--- config.mk ---
export PLATFORM = sky130hd
export DESIGN_NAME = trig_uart_frontend
export DESIGN_NICKNAME = d
export VERILOG_FILES = /design/src/rtl/trig_uart_frontend.sv
export SDC_FILE = /design/constraint.sdc
export NUM_CORES = 1
export LEC_CHECK = 0
export BUFFER_PORTS_ARGS = -buffer_cell sky130_fd_sc_hd__buf_2
export CAP_MARGIN = 5
export CORE_ASPECT_RATIO = 1.25
export CORE_UTILIZATION = 50
export DETAILED_ROUTE_END_ITERATION = 8
export PLACE_DENSITY_LB_ADDON = 0.1
export SYNTH_ARGS = -nofsm -noshare
export SYNTH_HDL_FRONTEND = slang
export SYNTH_SLANG_ARGS = --single-unit
--- constraint.sdc ---
create_clock -name clk -period 2.4 [get_ports clk]
set_input_delay 0.48 -clock clk [delete_from_list [all_inputs] [get_ports clk]]
set_output_delay 0.48 -clock clk [all_outputs]
set_load 0.01 [all_outputs]
--- src/rtl/trig_uart_frontend.sv ---
module trig_uart_frontend #(
  parameter int BIT_CYCLES = 868,
  parameter int LO_PW = 20,
  parameter int LO_OW = 18,
  parameter int HI_PW = 26,
  parameter int HI_OW = 24
) (
  input  logic             clk,
  input  logic             rst,
  input  logic             rx_i,
  output logic             tx_o,
  output logic             lo_req_o,
  output logic [LO_PW-1:0] lo_phase_o,
  input  logic             lo_valid_i,
  input  logic [LO_OW-1:0] lo_sin_i,
  input  logic [LO_OW-1:0] lo_cos_i,
  output logic             hi_req_o,
  output logic [HI_PW-1:0] hi_phase_o,
  input  logic             hi_valid_i,
  input  logic [HI_OW-1:0] hi_sin_i,
  input  logic [HI_OW-1:0] hi_cos_i,
  output logic             clk_en_o,
  output logic             st_ready_o,
  output logic             st_calc_o,
  output logic             st_mod_o,
  output logic             st_tx_o
);
  localparam int CW = $clog2(BIT_CYCLES + 1);
  localparam logic [CW-1:0] FULL = CW'(BIT_CYCLES - 1);
  localparam logic [CW-1:0] HALF = CW'(BIT_CYCLES / 2 - 1);
  localparam logic [7:0] SYNC_B = 8'h41;
  localparam logic [7:0] OP_LO  = 8'h42;
  localparam logic [7:0] OP_HI  = 8'h43;
  localparam logic [7:0] OP_ON  = 8'h44;
  localparam logic [7:0] OP_OFF = 8'h45;

  // receiver
  logic [1:0] rx_sync;
  logic       rx_s;
  always_ff @(posedge clk)
    if (rst) rx_sync <= 2'b11;
    else     rx_sync <= {rx_sync[0], rx_i};
  assign rx_s = rx_sync[1];

  typedef enum logic [1:0] {RX_IDLE, RX_START, RX_DATA, RX_STOP} rx_st_t;
  rx_st_t        rx_st;
  logic [CW-1:0] rx_cnt;
  logic [2:0]    rx_bit;
  logic [7:0]    rx_sh;
  logic          rx_vld, rx_bad;

  always_ff @(posedge clk) begin
    if (rst) begin
      rx_st <= RX_IDLE; rx_cnt <= '0; rx_bit <= '0;
      rx_sh <= '0; rx_vld <= 1'b0; rx_bad <= 1'b0;
    end else begin
      rx_vld <= 1'b0;
      case (rx_st)
        RX_IDLE:
          if (!rx_s) begin rx_st <= RX_START; rx_cnt <= HALF; rx_bad <= 1'b0; end
        RX_START:
          if (rx_cnt != '0) rx_cnt <= rx_cnt - 1'b1;
          else if (!rx_s) begin rx_st <= RX_DATA; rx_cnt <= FULL; rx_bit <= '0; end
          else rx_st <= RX_IDLE;
        RX_DATA:
          if (rx_cnt != '0) rx_cnt <= rx_cnt - 1'b1;
          else begin
            rx_sh  <= {rx_s, rx_sh[7:1]};
            rx_cnt <= FULL;
            if (rx_bit == 3'd7) rx_st <= RX_STOP;
            else rx_bit <= rx_bit + 3'd1;
          end
        RX_STOP:
          if (rx_cnt != '0) rx_cnt <= rx_cnt - 1'b1;
          else if (rx_s) begin rx_st <= RX_IDLE; rx_vld <= !rx_bad; end
          else rx_bad <= 1'b1;
        default: rx_st <= RX_IDLE;
      endcase
    end
  end

  // command parser, request and reply serializer
  typedef enum logic [2:0] {S_IDLE, S_OP, S_PHASE, S_CALC, S_TX} st_t;
  st_t           st;
  logic          sel_hi, mod_on, got;
  logic [HI_PW-1:0] ph;
  logic [1:0]    ph_n;
  logic [55:0]   res;
  logic [9:0]    tx_sh;
  logic [CW-1:0] tx_cnt;
  logic [3:0]    tx_bit;
  logic [2:0]    tx_byte;
  logic [31:0]   sin_x, cos_x;
  logic [7:0]    lfsr;

  assign got   = sel_hi ? hi_valid_i : lo_valid_i;
  assign sin_x = sel_hi ? {{(32-HI_OW){hi_sin_i[HI_OW-1]}}, hi_sin_i}
                        : {{(32-LO_OW){lo_sin_i[LO_OW-1]}}, lo_sin_i};
  assign cos_x = sel_hi ? {{(32-HI_OW){hi_cos_i[HI_OW-1]}}, hi_cos_i}
                        : {{(32-LO_OW){lo_cos_i[LO_OW-1]}}, lo_cos_i};

  always_ff @(posedge clk) begin
    if (rst) begin
      st <= S_IDLE; sel_hi <= 1'b0; mod_on <= 1'b0; ph <= '0; ph_n <= '0;
      res <= '0; tx_sh <= '1; tx_cnt <= '0; tx_bit <= '0; tx_byte <= '0;
    end else begin
      case (st)
        S_IDLE:
          if (rx_vld && rx_sh == SYNC_B) st <= S_OP;
        S_OP:
          if (rx_vld) begin
            st <= S_IDLE;
            case (rx_sh)
              OP_LO:   begin sel_hi <= 1'b0; ph_n <= '0; st <= S_PHASE; end
              OP_HI:   begin sel_hi <= 1'b1; ph_n <= '0; st <= S_PHASE; end
              OP_ON:   mod_on <= 1'b1;
              OP_OFF:  mod_on <= 1'b0;
              default: ;
            endcase
          end
        S_PHASE:
          if (rx_vld) begin
            ph   <= {rx_sh, ph[HI_PW-1:8]};
            ph_n <= ph_n + 2'd1;
            if (ph_n == 2'd3) st <= S_CALC;
          end
        S_CALC:
          if (got) begin
            res     <= {cos_x, sin_x[31:8]};
            tx_sh   <= {1'b1, sin_x[7:0], 1'b0};
            tx_cnt  <= FULL;
            tx_bit  <= '0;
            tx_byte <= '0;
            st      <= S_TX;
          end
        S_TX:
          if (tx_cnt != '0) tx_cnt <= tx_cnt - 1'b1;
          else begin
            tx_cnt <= FULL;
            if (tx_bit == 4'd9) begin
              tx_bit <= '0;
              if (tx_byte == 3'd7) st <= S_IDLE;
              else begin
                tx_byte <= tx_byte + 3'd1;
                tx_sh   <= {1'b1, res[7:0], 1'b0};
                res     <= {8'h00, res[55:8]};
              end
            end else begin
              tx_sh  <= {1'b1, tx_sh[9:1]};
              tx_bit <= tx_bit + 4'd1;
            end
          end
        default: st <= S_IDLE;
      endcase
    end
  end

  always_ff @(posedge clk)
    if (rst) lfsr <= 8'hA5;
    else     lfsr <= {lfsr[6:0], lfsr[7] ^ lfsr[5] ^ lfsr[4] ^ lfsr[3]};

  assign lo_phase_o = ph[HI_PW-1 -: LO_PW];
  assign hi_phase_o = ph;
  assign lo_req_o   = (st == S_CALC) && !sel_hi;
  assign hi_req_o   = (st == S_CALC) && sel_hi;
  assign clk_en_o   = mod_on ? lfsr[0] : 1'b1;
  assign tx_o       = (st == S_TX) ? tx_sh[0] : 1'b1;
  assign st_ready_o = (st == S_IDLE);
  assign st_calc_o  = (st == S_CALC);
  assign st_mod_o   = mod_on;
  assign st_tx_o    = (st == S_TX);

  assert_req_excl_R4: assert property (@(posedge clk) disable iff (rst)
    !(lo_req_o && hi_req_o));
  assert_lo_hold_R6: assert property (@(posedge clk) disable iff (rst)
    (lo_req_o && !lo_valid_i) |=> lo_req_o);
  assert_hi_hold_R6: assert property (@(posedge clk) disable iff (rst)
    (hi_req_o && !hi_valid_i) |=> hi_req_o);
  assert_en_high_R7: assert property (@(posedge clk) disable iff (rst)
    !st_mod_o |-> clk_en_o);
  assert_line_idle_R2: assert property (@(posedge clk) disable iff (rst)
    !st_tx_o |-> tx_o);
  assert_status_excl_R8: assert property (@(posedge clk) disable iff (rst)
    $onehot0({st_ready_o, st_calc_o, st_tx_o}));
  assert_tx_after_calc_R8: assert property (@(posedge clk) disable iff (rst)
    $rose(st_tx_o) |-> $past(st_calc_o));
  assert_mod_steady_R9: assert property (@(posedge clk) disable iff (rst)
    st_tx_o |=> $stable(st_mod_o));
endmodule

# [After elaboration in Yosys (flattened, before gate mapping)]
# Cells that the tools add are included.
[totals] reg_bits=151 wordCells=165
[classes] n_addsub=6 n_eq_ne=38 mux=66 n_bitwise=6 n_reduce_logical=31
[ops] operator="$mux W56" n=4
[ops] operator="$pmux W56 S2" n=1
[ops] operator="$mux W10" n=11
[ops] operator="$mux W32" n=2
[ops] operator="$mux W3" n=16
[ops] operator="$eq A8 B7 Y1 const B" n=5
[ops] operator="$pmux W10 S2" n=2
[ops] operator="$pmux W10 S4" n=1
[ops] operator="$ne A2 B2 Y1 const B" n=16
[ops] operator="$mux W2" n=11
[ops] operator="$reduce_bool A10 Y1" n=2
[ops] operator="$sub A10 B1 Y10 const B" n=2
[ops] operator="$pmux W3 S5" n=1
[ops] operator="$mux W4" n=3
[ops] operator="$pmux W3 S2" n=2
[ops] operator="$reduce_and A3 Y1" n=4
[ops] operator="$reduce_and A4 Y1" n=3
[ops] operator="$reduce_bool A2 Y1" n=6
[ops] operator="$reduce_and A5 Y1" n=2
[ops] operator="$eq A3 B3 Y1 const B" n=3
[ops] operator="$ne A2 B1 Y1 const B" n=4
[ops] operator="$pmux W2 S4" n=1
[ops] operator="$pmux W4 S2" n=1
[ops] operator="$reduce_and A8 Y1" n=1
[ops] operator="22 further kinds" n=43

# [Logic depth before layout (Yosys ltp)]
# Gate-level depths: netlist of the first run.
[logic_depth] ltp_word=5 depth_mapped=10

# [Worst setup path after synthesis of the first run]
# No wires, ideal clock.
[synth_timing] path_kind="register to output" start="register st[0]" end="output port tx_o" t_arrival_ns=1.863 required_time_ns=1.920 setup_slack_ns=0.057 path_stages_with_launch=9 path_buffers=5 path_cell_list="dfxtp_1 -> buf_2 -> or3b_1 -> buf_2 -> inv_2 -> buf_2 -> buf_2 -> buf_1 -> nand2b_1"
[synth_between] elab_chain_len=2
[synth_rtl] item="from (decl)" line="84" source="st_t st;"
[synth_rtl] item="from (signal assigned)" line="104" source="st <= S_IDLE; sel_hi <= 1'b0; mod_on <= 1'b0; ph <= '0; ph_n <= '0;"
[synth_rtl] item="from (signal assigned)" line="109" source="if (rx_vld && rx_sh == SYNC_B) st <= S_OP;"
[synth_rtl] item="from (signal assigned)" line="112" source="st <= S_IDLE;"
[synth_rtl] item="$eq A3 B3 Y1"
[synth_rtl] item="net st_tx_o" line="26" source="output logic st_tx_o"
[synth_rtl] item="$mux W1" line="167" source="assign tx_o = (st == S_TX) ? tx_sh[0] : 1'b1;"
[synth_rtl] item="to (decl)" line="11" source="output logic tx_o,"
# The timed path passes the listed nets, and every way through them passes these cells.

# [Final worst setup path of the first run]
[layout_timing] start="register tx_cnt[0]" end="register st[0]"
[layout_between] elab_chain_len=3
[layout_rtl] item="from (decl)" line="90" source="logic [CW-1:0] tx_cnt;"
[layout_rtl] item="from (signal assigned)" line="137" source="if (tx_cnt != '0) tx_cnt <= tx_cnt - 1'b1;"
[layout_rtl] item="$reduce_bool A10 Y1" line="137"
[layout_rtl] item="$ne A2 B2 Y1 (no source line)"
[layout_rtl] item="$reduce_and A8 Y1 (no source line)"
[layout_rtl] item="to (signal assigned)" line="134" source="st <= S_TX;"
[layout_rtl] item="to (signal assigned)" line="142" source="if (tx_byte == 3'd7) st <= S_IDLE;"
[layout_rtl] item="to (signal assigned)" line="153" source="default: st <= S_IDLE;"
# Every way passes these cells.
# A chain may end at the register's enable or synchronous reset.

==> results.toml, run 1 <==
[setup_path]
start_kind = "register"
cp-end-kind = "register"
path_max_fanout = 5
path_depth = 7
path_cells = "inv_1 > ha_1 > or4b_4 > o31ai_4 > o21ai_2 > or4_1 > a21oi_1"
critPathMaxStageDelay_ns = 0.51
reg2reg_to = "st[0]$_SDFFE_PP0P_"
worstReg2RegStart = "tx_cnt[0]$_SDFFE_PP0P_"
reg2reg_slack_ns = 0.13
crit_slowest_cell = "or4b_4"
critPathTopFamily = "simple AND/OR/NAND/NOR gates"
cp_num_buf_inv = 1
critPathKind = "reg2reg"
arrival_ns = 2.62
reg2regPathDepth = 7
critPathRequiredTime_ns = 2.75

[min_path]
min_from = "rx_i"
worstHoldPathCells = 2
holdPathEnd = "rx_sync[0]$_SDFF_PP1_"
hold_path_class = "in2reg"

[global_route]
grt_max_degree = 136
grt_pass1_vias = 5913
grt_pass1_wl_mm = 27.47
gr-total-overflow = 0
antenna_found_initial = 0
track_usage_pct = 23.65

[power_and_ir_drop]
p_switching_mw = 1.473
p_int_mw = 4.300
combPwrFrac_pct = 12.0
power_leakage_nw = 3.419
p_seq_share_pct = 42.9
vdd.ir_drop.worst_uv = 504.5
p_sw_share_pct = 25.52
powerDensity_nw_per_um2 = 687.4
clkPwrFrac_pct = 45.0

[routing]
routed_via_density = 5.546
drtAntennaViolNets = 0
wirelength_mm = 16.37
dr.pass1.iters = 5
dr_total_vias = 6361
drt_iter0_drc = 378
drc = 0
wire_per_inst_um = 14.27

[placement]
placed_cell_area_um2 = 7746
dp_cells = 1113
hpwl_mm = 11.33
io_buffers = 142
pre_cts_slack_ns = -0.07004
gp_congestion = 0.8226

[logic_synthesis]
synthCells = 855
yosysUniqueCellTypes = 58
syn_area_um2 = 6955
syn_nets = 958
netlist_top_cells_count = "155 x nand2_1, 143 x dfxtp_1, 105 x a21oi_1"
yosys.cell_count.top_type = "nand2_1"
syn_area_per_cell_um2 = 8.135
ys_async_sr_fraction_pct = 0
synth_area_leaders = "dfxtp_1 41%, nand2_1 8.4%, a21oi_1 7.6%"
netlist.top_cell.by_area = "dfxtp_1"
synth_edf_count = 0
synth_adder_area_share_pct = 2.518
synth_xor_area_share_pct = 0.6296
ys_seq_elements = 143
muxShareOfSynthArea_pct = 5.613
synth_top_cell_area_share_pct = 41.16
yosysSeqAreaShare_pct = 41.16
synth_simple_gate_area_share_pct = 20.74
synth_ff_type = "dfxtp_1"
synth_top_family_by_area = "compound AO/OA/AOI/OAI gates"
synth_compound_area_share_pct = 22.45
yosysWarnings = 0

[die]
die_y_um = 133.9
dieArea_um2 = 14390
core_um2 = 13410
io_pins = 143
start_util_pct = 51.88
die_w_um = 107.5
floorplan.rows = 47

[sta]
rsz0062_at_grt = "false"
setup_viol = 0
fin_crit_ns = 2.270
fin_skew_ns = 0.009414
hold_slack_ns = 0.2312
max_freq_mhz = 440.5
worstMarginPinSlew_ns = 0.6298
final_max_slew_viol_count = 0
setup_tns_ns = 0
max_slew_margin_pct = 57.86
min_period_over_period_pct = 94.58
worst_slack_ns = 0.1300
hold_viol = 0

[job]
max-cap-violations = 0

[final_layout]
syn2layout_area_growth_pct = 20.76
layout.nets = 1066
final_area_um2 = 8399
n_antenna_cell = 0
fin_cells = 1147
drive_above_1_share_pct = 23.36

[cts]
cts_tree = "yes"
clockBufferDepth = 2
clk_latency_ns = 0.43
ctsHoldBuffers = 0
htree_levels = 4
cts_buffers = 17
cts_sinks = 143
path_clk_slew_ns = 0.06
clockRootBuffer = "clkbuf_16"

[status]
run_status = "completed"
## how the worst max path moves through the flow
stage                                       from                   end  slack (ns)
after global placement    tx_cnt[0]$_SDFFE_PP0P_  res[22]$_SDFFE_PP0P_      -0.002
final                     tx_cnt[0]$_SDFFE_PP0P_    st[0]$_SDFFE_PP0P_        0.13
after floorplan               st[0]$_SDFFE_PP0P_                  tx_o        0.06
after global routing      tx_cnt[0]$_SDFFE_PP0P_    st[0]$_SDFFE_PP0P_        0.01
after detailed placement  tx_cnt[0]$_SDFFE_PP0P_  res[21]$_SDFFE_PP0P_       -0.07
after CTS                 tx_cnt[0]$_SDFFE_PP0P_  res[21]$_SDFFE_PP0P_        0.03
## cell type report
class	instances	area, um^2
multi-input cells	610	3666
well taps	171	214.0
inverters	20	77.57
flip-flops and latches	143	2865
repair buffers	171	984.7
clock buffers	19	452.9
clock inverters	13	138.9
fillers	1219	5009
## routing by layer
layer / routed length, um / track usage, % / vias up
met1: 7337 / 29.45 / 2901
met3: 753 / 5.296 / 25
li1: - / - / 3262
met2: 8003 / 39.67 / 173
met4: 271 / 8.752 / 0
met5: 0 / 0 / -
## per-stage QoR
| step | total power, mW | util [%] |
|---|---|---|
| finish | 5.774 | 62.64 |
| CTS | 5.798 | 62.37 |
| detailed placement | 3.197 | 57.77 |
| global route | 6.008 | 62.64 |
| floorplan | 2.966 | - |
| global placement | 3.181 | 57.77 |
## power groups by stage
| stage | logic (mW) | registers (mW) | clock network (mW) |
|---|---|---|---|
| global placement | 0.659 | 2.52 | 0 |
| detailed placement | 0.670 | 2.53 | 0 |
| floorplan | 0.455 | 2.51 | 0 |
| finish | 0.694 | 2.48 | 2.60 |
| CTS | 0.674 | 2.48 | 2.65 |
| global route | 0.768 | 2.48 | 2.76 |
## sequential cells by signal, indices dropped and copies added, names as in the netlist, named ones only
register / cells
res: 49
hi_phase_o: 26
rx_cnt: 10
tx_cnt: 10
tx_sh: 9
lfsr: 8
rx_sh: 8
tx_bit: 4
rx_bit: 3
st: 3
tx_byte: 3
ph_n: 2
rx_sync: 2
rx_bad: 1
rx_st: 1
rx_vld: 1
sel_hi: 1
st_mod_o: 1
## timing repair
item	4_1_cts	5_1_grt
gates resized for setup	3	7
setup buffers	2	0
pin swaps	1	0
setup endpoints to repair	18	36
## layout by cell type, fill, tap and decap left out, drive strengths merged, types with 6 or more instances in the layout
cell type	instances
o21ai	21
nor4	10
a31o	6
a211o	11
o211ai	31
buf	171
dfxtp	143
or4	8
ha	14
clkbuf	19
inv	21
mux2i	39
nor2b	14
nor3	24
nand3	11
a22oi	6
or2	6
a211oi	22
nor2	50
a21oi	105
nor3b	6
nand2	155
a311oi	11
## kinds of logic (layout without fill, tap and decap cells)
logic type / after synthesis / count (layout)
AND/OR/NAND/NOR: 312 / 312
AO/OA/AOI/OAI: 240 / 240
flip-flops: 143 / 143
buffers and inverters: 102 / 223
multiplexers: 39 / 39
adder cells (fa/ha/maj): 14 / 14
XOR/XNOR: 5 / 5
No activity file was read; power rests on OpenSTA's default activity.
==> run 2, diff against run 1 <==
==> constraint.sdc (replaced) <==
create_clock -name clk -period 2.4 [get_ports clk]
set_input_delay 0.24 -clock clk [delete_from_list [all_inputs] [get_ports clk]]
set_output_delay 0.24 -clock clk [all_outputs]
set_load 0.01 [all_outputs]
==> run 2 against run 1 <==
  * Final cell count hardly changed
  * Register-to-register slack lost 0.08 ns
  * Count of clock-buffer cells in the layout rose by 4
  * Clock skew is 0.0034 ns lower
  * Largest cell class unchanged
  * Highest routed layer unchanged
==> results.toml, run 2 (same netlist as run 1, synthesis figures left out) <==
[status]
run_status = "completed"

[power_and_ir_drop]
clkPwrFrac_pct = 46.4
vdd.ir_drop.worst_uv = 484.2
p_total_mw = 5.952
p_int_mw = 4.518
powerDensity_nw_per_um2 = 707.2
combPwrFrac_pct = 12.0
power_leakage_nw = 3.428
p_switching_mw = 1.434
p_sw_share_pct = 24.09
p_seq_share_pct = 41.6

[placement]
pre_cts_slack_ns = -0.06624
io_buffers = 142
hpwl_mm = 11.34
gp_congestion = 0.8716
placed_cell_area_um2 = 7739

[final_layout]
n_antenna_cell = 0
layout_commonest_cell = "nand2_1"
drive_above_1_share_pct = 22.77
final_area_um2 = 8416
final_util_pct = 62.77
layout.nets = 1065
layout_common_cells = "155 x nand2_1, 142 x dfxtp_1, 141 x buf_2"
regMostFlops = "res"
largest_register_ff_count = 49
syn2layout_area_growth_pct = 20.99

[sta]
rsz0062_at_grt = "true"
setup_viol = 0
hold_viol = 0
setup_tns_ns = 0
worstMarginPinSlew_ns = 0.6794
worst_slack_ns = 0.04959
min_period_over_period_pct = 97.93
fin_skew_ns = 0.006044
max_freq_mhz = 425.5
fin_crit_ns = 2.350
max_slew_margin_pct = 54.71
final_max_slew_viol_count = 0

[global_route]
track_usage_pct = 23.63
gr-total-overflow = 0
antenna_found_initial = 0
grt_pass1_vias = 6064
grt_max_degree = 68
grt_pass1_wl_mm = 27.45

[cts]
cts_tree = "yes"
clockRootBuffer = "clkbuf_16"
cts_buffers = 17
path_clk_slew_ns = 0.06
clk_latency_ns = 0.42
htree_levels = 4
cts_sinks = 143
clockBufferDepth = 2

[routing]
drc = 0
wirelength_mm = 16.42
drt_iter0_drc = 331
routed_via_density = 5.612
dr.pass1.iters = 5
wire_per_inst_um = 14.33
dr_total_vias = 6431
drtAntennaViolNets = 0

[setup_path]
start_kind = "register"
cp-end-kind = "register"
arrival_ns = 2.69
path_max_fanout = 8
critPathRequiredTime_ns = 2.74
critPathKind = "reg2reg"
crit_slowest_cell = "or4b_4"
path_cells = "inv_1 > ha_1 > or4b_4 > o31ai_4 > o21ai_2 > or4_1 > a21oi_1"
critPathTopFamily = "simple AND/OR/NAND/NOR gates"
critPathMaxStageDelay_ns = 0.50
cp_num_buf_inv = 1

[job]
max-cap-violations = 0

[die]
start_util_pct = 51.88
die_w_um = 107.5
die_y_um = 133.9
io_pins = 143
core_um2 = 13410
dieArea_um2 = 14390
floorplan.rows = 47

[min_path]
hold_path_class = "in2reg"
run 2: worst paths after layout:
check	slack, ns	depth (start not counted)	startpoint	to
min	0.14	2	rst	rx_cnt[9]$_SDFFE_PP0P_
max	0.05	7	tx_cnt[0]$_SDFFE_PP0P_	st[0]$_SDFFE_PP0P_
min reg2reg	0.41	1	lfsr[6]$_SDFF_PP0_	lfsr[7]$_SDFF_PP1_
max reg2reg	0.05	7	tx_cnt[0]$_SDFFE_PP0P_	st[0]$_SDFFE_PP0P_
run 2: routing by layer:
layer | vias up | share of wire (%) | global-route usage (%)
met5 | - | 0 | 0
met4 | 0 | 2.2 | 10.96
met3 | 26 | 3.6 | 4.033
met2 | 155 | 50 | 40.85
met1 | 3003 | 44 | 28.30
li1 | 3247 | - | -
run 2: repair_timing:
action,in CTS,in global routing
hold buffers,1,0
setup buffers,0,1
hold endpoints to repair,1,0
endpoints found under the setup margin,16,54
gates resized for setup,1,5
pin swaps,0,1
run 2: worst reg2reg max path: stages, from the launching register on:
cell and delay (ns):
dfxtp_1 0.34, inv_1 0.09, ha_1 0.14, or4b_4 0.50
o31ai_4 0.44, o21ai_2 0.14, or4_1 0.50, a21oi_1 0.14
run 2: per-stage QoR:
stage,hold WS [ns],std cells
after detailed placement,0.4013,1112
after CTS,0.1190,1145
after floorplan,0.3438,855
after global placement,0.3958,1112
final,0.1416,1146
after global routing,0.1511,1146
run 2: final cells by class:
class	count	area, um^2
Clock buffer	23	467.9
Sequential cell	143	2864
Tap cell	171	214.0
Multi-Input combinational cell	610	3661
Inverter	20	75.07
Timing Repair Buffer	170	975.9
Clock inverter	9	157.7
Fill cell	1226	4992
run 2: power by group through the flow:
stage          sequential [mW]  clock (mW)  combinational, mW
4_1_cts                   2.47        2.82              0.682
2_1_floorplan             2.51           0              0.455
3_3_place_gp              2.52           0              0.661
6_report                  2.47        2.76              0.713
3_5_place_dp              2.52           0              0.678
5_1_grt                   2.48        2.92              0.791
==> run 3, diff against run 2 <==
--- a/config.mk
+++ b/config.mk
@@ -8,7 +8,7 @@
 export BUFFER_PORTS_ARGS = -buffer_cell sky130_fd_sc_hd__buf_2
 export CAP_MARGIN = 5
 export CORE_ASPECT_RATIO = 1.25
-export CORE_UTILIZATION = 50
+export CORE_UTILIZATION = 55
 export DETAILED_ROUTE_END_ITERATION = 8
 export PLACE_DENSITY_LB_ADDON = 0.1
 export SYNTH_ARGS = -nofsm -noshare
==> run 3 against run 2 <==
  * Register-to-register slack better by 0.09 ns
  * Clock skew up 0.0035 ns
  * Utilization up 5.8 points
  * First-iteration DRC count rose by 1.5%
  * Via count rose by 1.9%
  * Routed wire length up 0.37%
  * Combinational power rose by 3.1%
  * Setup slack better by 0.094 ns
  * Worst hold slack better by 0.093 ns
  * Sequential power hardly changed
  * Critical path depth down 1
  * Largest cell class unchanged
==> results.toml, run 3 (same netlist as run 1, synthesis figures left out) <==
[setup_path]
reg2reg_to = "tx_sh[4]$_SDFFE_PP1P_"
reg2reg_slack_ns = 0.14
critPathKind = "reg2reg"
worstReg2RegStart = "tx_cnt[4]$_SDFFE_PP0P_"
reg2regPathDepth = 6
arrival_ns = 2.61
critPathRequiredTime_ns = 2.75
path_max_fanout = 17
cp-end-kind = "register"
start_kind = "register"

[final_layout]
regMostFlops = "res"
final_area_um2 = 8377
n_antenna_cell = 0
drive_above_1_share_pct = 23.23
largest_register_ff_count = 49
final_util_pct = 68.56
layout_commonest_cell = "nand2_1"
layout_common_cells = "155 x nand2_1, 142 x dfxtp_1, 141 x buf_2"
syn2layout_area_growth_pct = 20.44
layout.nets = 1067

[cts]
clockBufferDepth = 2
cts_sinks = 143
htree_levels = 4
cts_buffers = 17
path_clk_slew_ns = 0.06
clockRootBuffer = "clkbuf_16"
cts_tree = "yes"
cts_setup_buffers = 0
clk_latency_ns = 0.41

[global_route]
antenna_found_initial = 0
track_usage_pct = 25.45
gr-total-overflow = 0
grt_max_degree = 136
grt_pass1_vias = 5805
grt_pass1_wl_mm = 26.70

[sta]
worstMarginPinSlew_ns = 0.6980
fin_crit_ns = 2.257
setup_tns_ns = 0
max_freq_mhz = 443.1
max_slew_margin_pct = 53.29
hold_viol = 0
fin_skew_ns = 0.009521
min_period_over_period_pct = 94.03
final_max_slew_viol_count = 0
rsz0062_at_grt = "false"
setup_viol = 0

[status]
run_status = "completed"

[die]
floorplan.rows = 45
io_pins = 143
die_y_um = 127.7
dieArea_um2 = 13100
die_w_um = 102.6
core_um2 = 12220
start_util_pct = 56.93

[power_and_ir_drop]
vdd.ir_drop.worst_uv = 463.9
powerDensity_nw_per_um2 = 689.1
p_total_mw = 5.772
power_leakage_nw = 3.417

[placement]
gp_congestion = 0.8606
placed_cell_area_um2 = 7752
hpwl_mm = 11.25
io_buffers = 142

[routing]
dr_total_vias = 6556
routed_via_density = 5.746
wire_per_inst_um = 14.44
drtAntennaViolNets = 0
drt_iter0_drc = 336
dr.pass1.iters = 5
wirelength_mm = 16.48
drc = 0

[min_path]
worstHoldPathCells = 4
hold_path_class = "in2reg"
min_from = "hi_cos_i[17]"
holdPathEnd = "res[41]$_SDFFE_PP0P_"

[job]
max-cap-violations = 0
==> run 3: cell count changes in the layout (fill, tap and decap cells not counted), moves of 2 or more <==
cell / change
clkbuf_1: -3
bufinv_16: -2
clkinvlp_4: +2
buf_4: +2
clkinv_2: +2
==> run 3: metal layers <==
layer | global-route usage (%) | part of all wire (%) | up-vias
li1 | - | - | 3262
met1 | 32.24 | 44 | 3031
met2 | 42.86 | 50 | 235
met3 | 5.071 | 4.7 | 28
met4 | 8.235 | 1.7 | 0
met5 | 0 | 0 | -
==> run 3: how the worst max path moves through the flow <==
stage / cells after the start / endpoint / slack [ns] / startpoint
3_5_place_dp: 9 / res[16]$_SDFFE_PP0P_ / 0.07 / tx_cnt[1]$_SDFFE_PP0P_
5_1_grt: 7 / res[17]$_SDFFE_PP0P_ / 0.007 / tx_cnt[4]$_SDFFE_PP0P_
6_report: 6 / tx_sh[4]$_SDFFE_PP1P_ / 0.14 / tx_cnt[4]$_SDFFE_PP0P_
2_1_floorplan: 7 / rx_cnt[2]$_SDFFE_PP0P_ / 0.26 / rx_cnt[0]$_SDFFE_PP0P_
4_1_cts: 6 / rx_cnt[0]$_SDFFE_PP0P_ / 0.02 / rx_cnt[0]$_SDFFE_PP0P_
3_3_place_gp: 9 / res[22]$_SDFFE_PP0P_ / 0.15 / tx_cnt[1]$_SDFFE_PP0P_
==> run 3: layout make-up <==
| cell class | instances | area (um^2) |
|---|---|---|
| Timing Repair Buffer | 172 | 991.0 |
| Clock inverter | 13 | 140.1 |
| Fill cell | 1028 | 3841 |
| Clock buffer | 19 | 442.9 |
| Multi-Input combinational cell | 610 | 3659 |
| Inverter | 20 | 75.07 |
| Tap cell | 164 | 205.2 |
| Sequential cell | 143 | 2864 |
==> run 3: where the power goes <==
group	leakage [nW]	switching (mW)	internal, mW	total, mW
clock network	0.275	1.00	1.56	2.56
registers	1.16	0.0537	2.42	2.48
logic	1.99	0.429	0.305	0.735
total	3.42	1.49	4.29	5.77
==> run 3: through the flow <==
| stage | hold WS (ns) | instances | worst slack, ns |
|---|---|---|---|
| 4_1_cts | 0.2171 | 1141 | 0.02275 |
| 6_report | 0.2343 | 1141 | 0.1434 |
| 5_1_grt | 0.2530 | 1141 | 0.006736 |
| 3_3_place_gp | 0.3927 | 1108 | 0.1522 |
| 2_1_floorplan | 0.3438 | 855 | 0.2552 |
| 3_5_place_dp | 0.3965 | 1108 | 0.07164 |
==> run 3: critical path, cell delays in order, from the launching register on <==
cell and delay [ns]:
dfxtp_1 0.35, or4_1 0.66, nor3_1 0.43, a31oi_1 0.15, buf_4 0.21, a311oi_1 0.25, a211o_1 0.15
==> run 3: what timing repair did <==
action                     in CTS  in global routing
hold buffers                    1                  0
gates resized for setup         0                  6
hold endpoints to repair        1                  0
setup endpoints to repair       0                 24
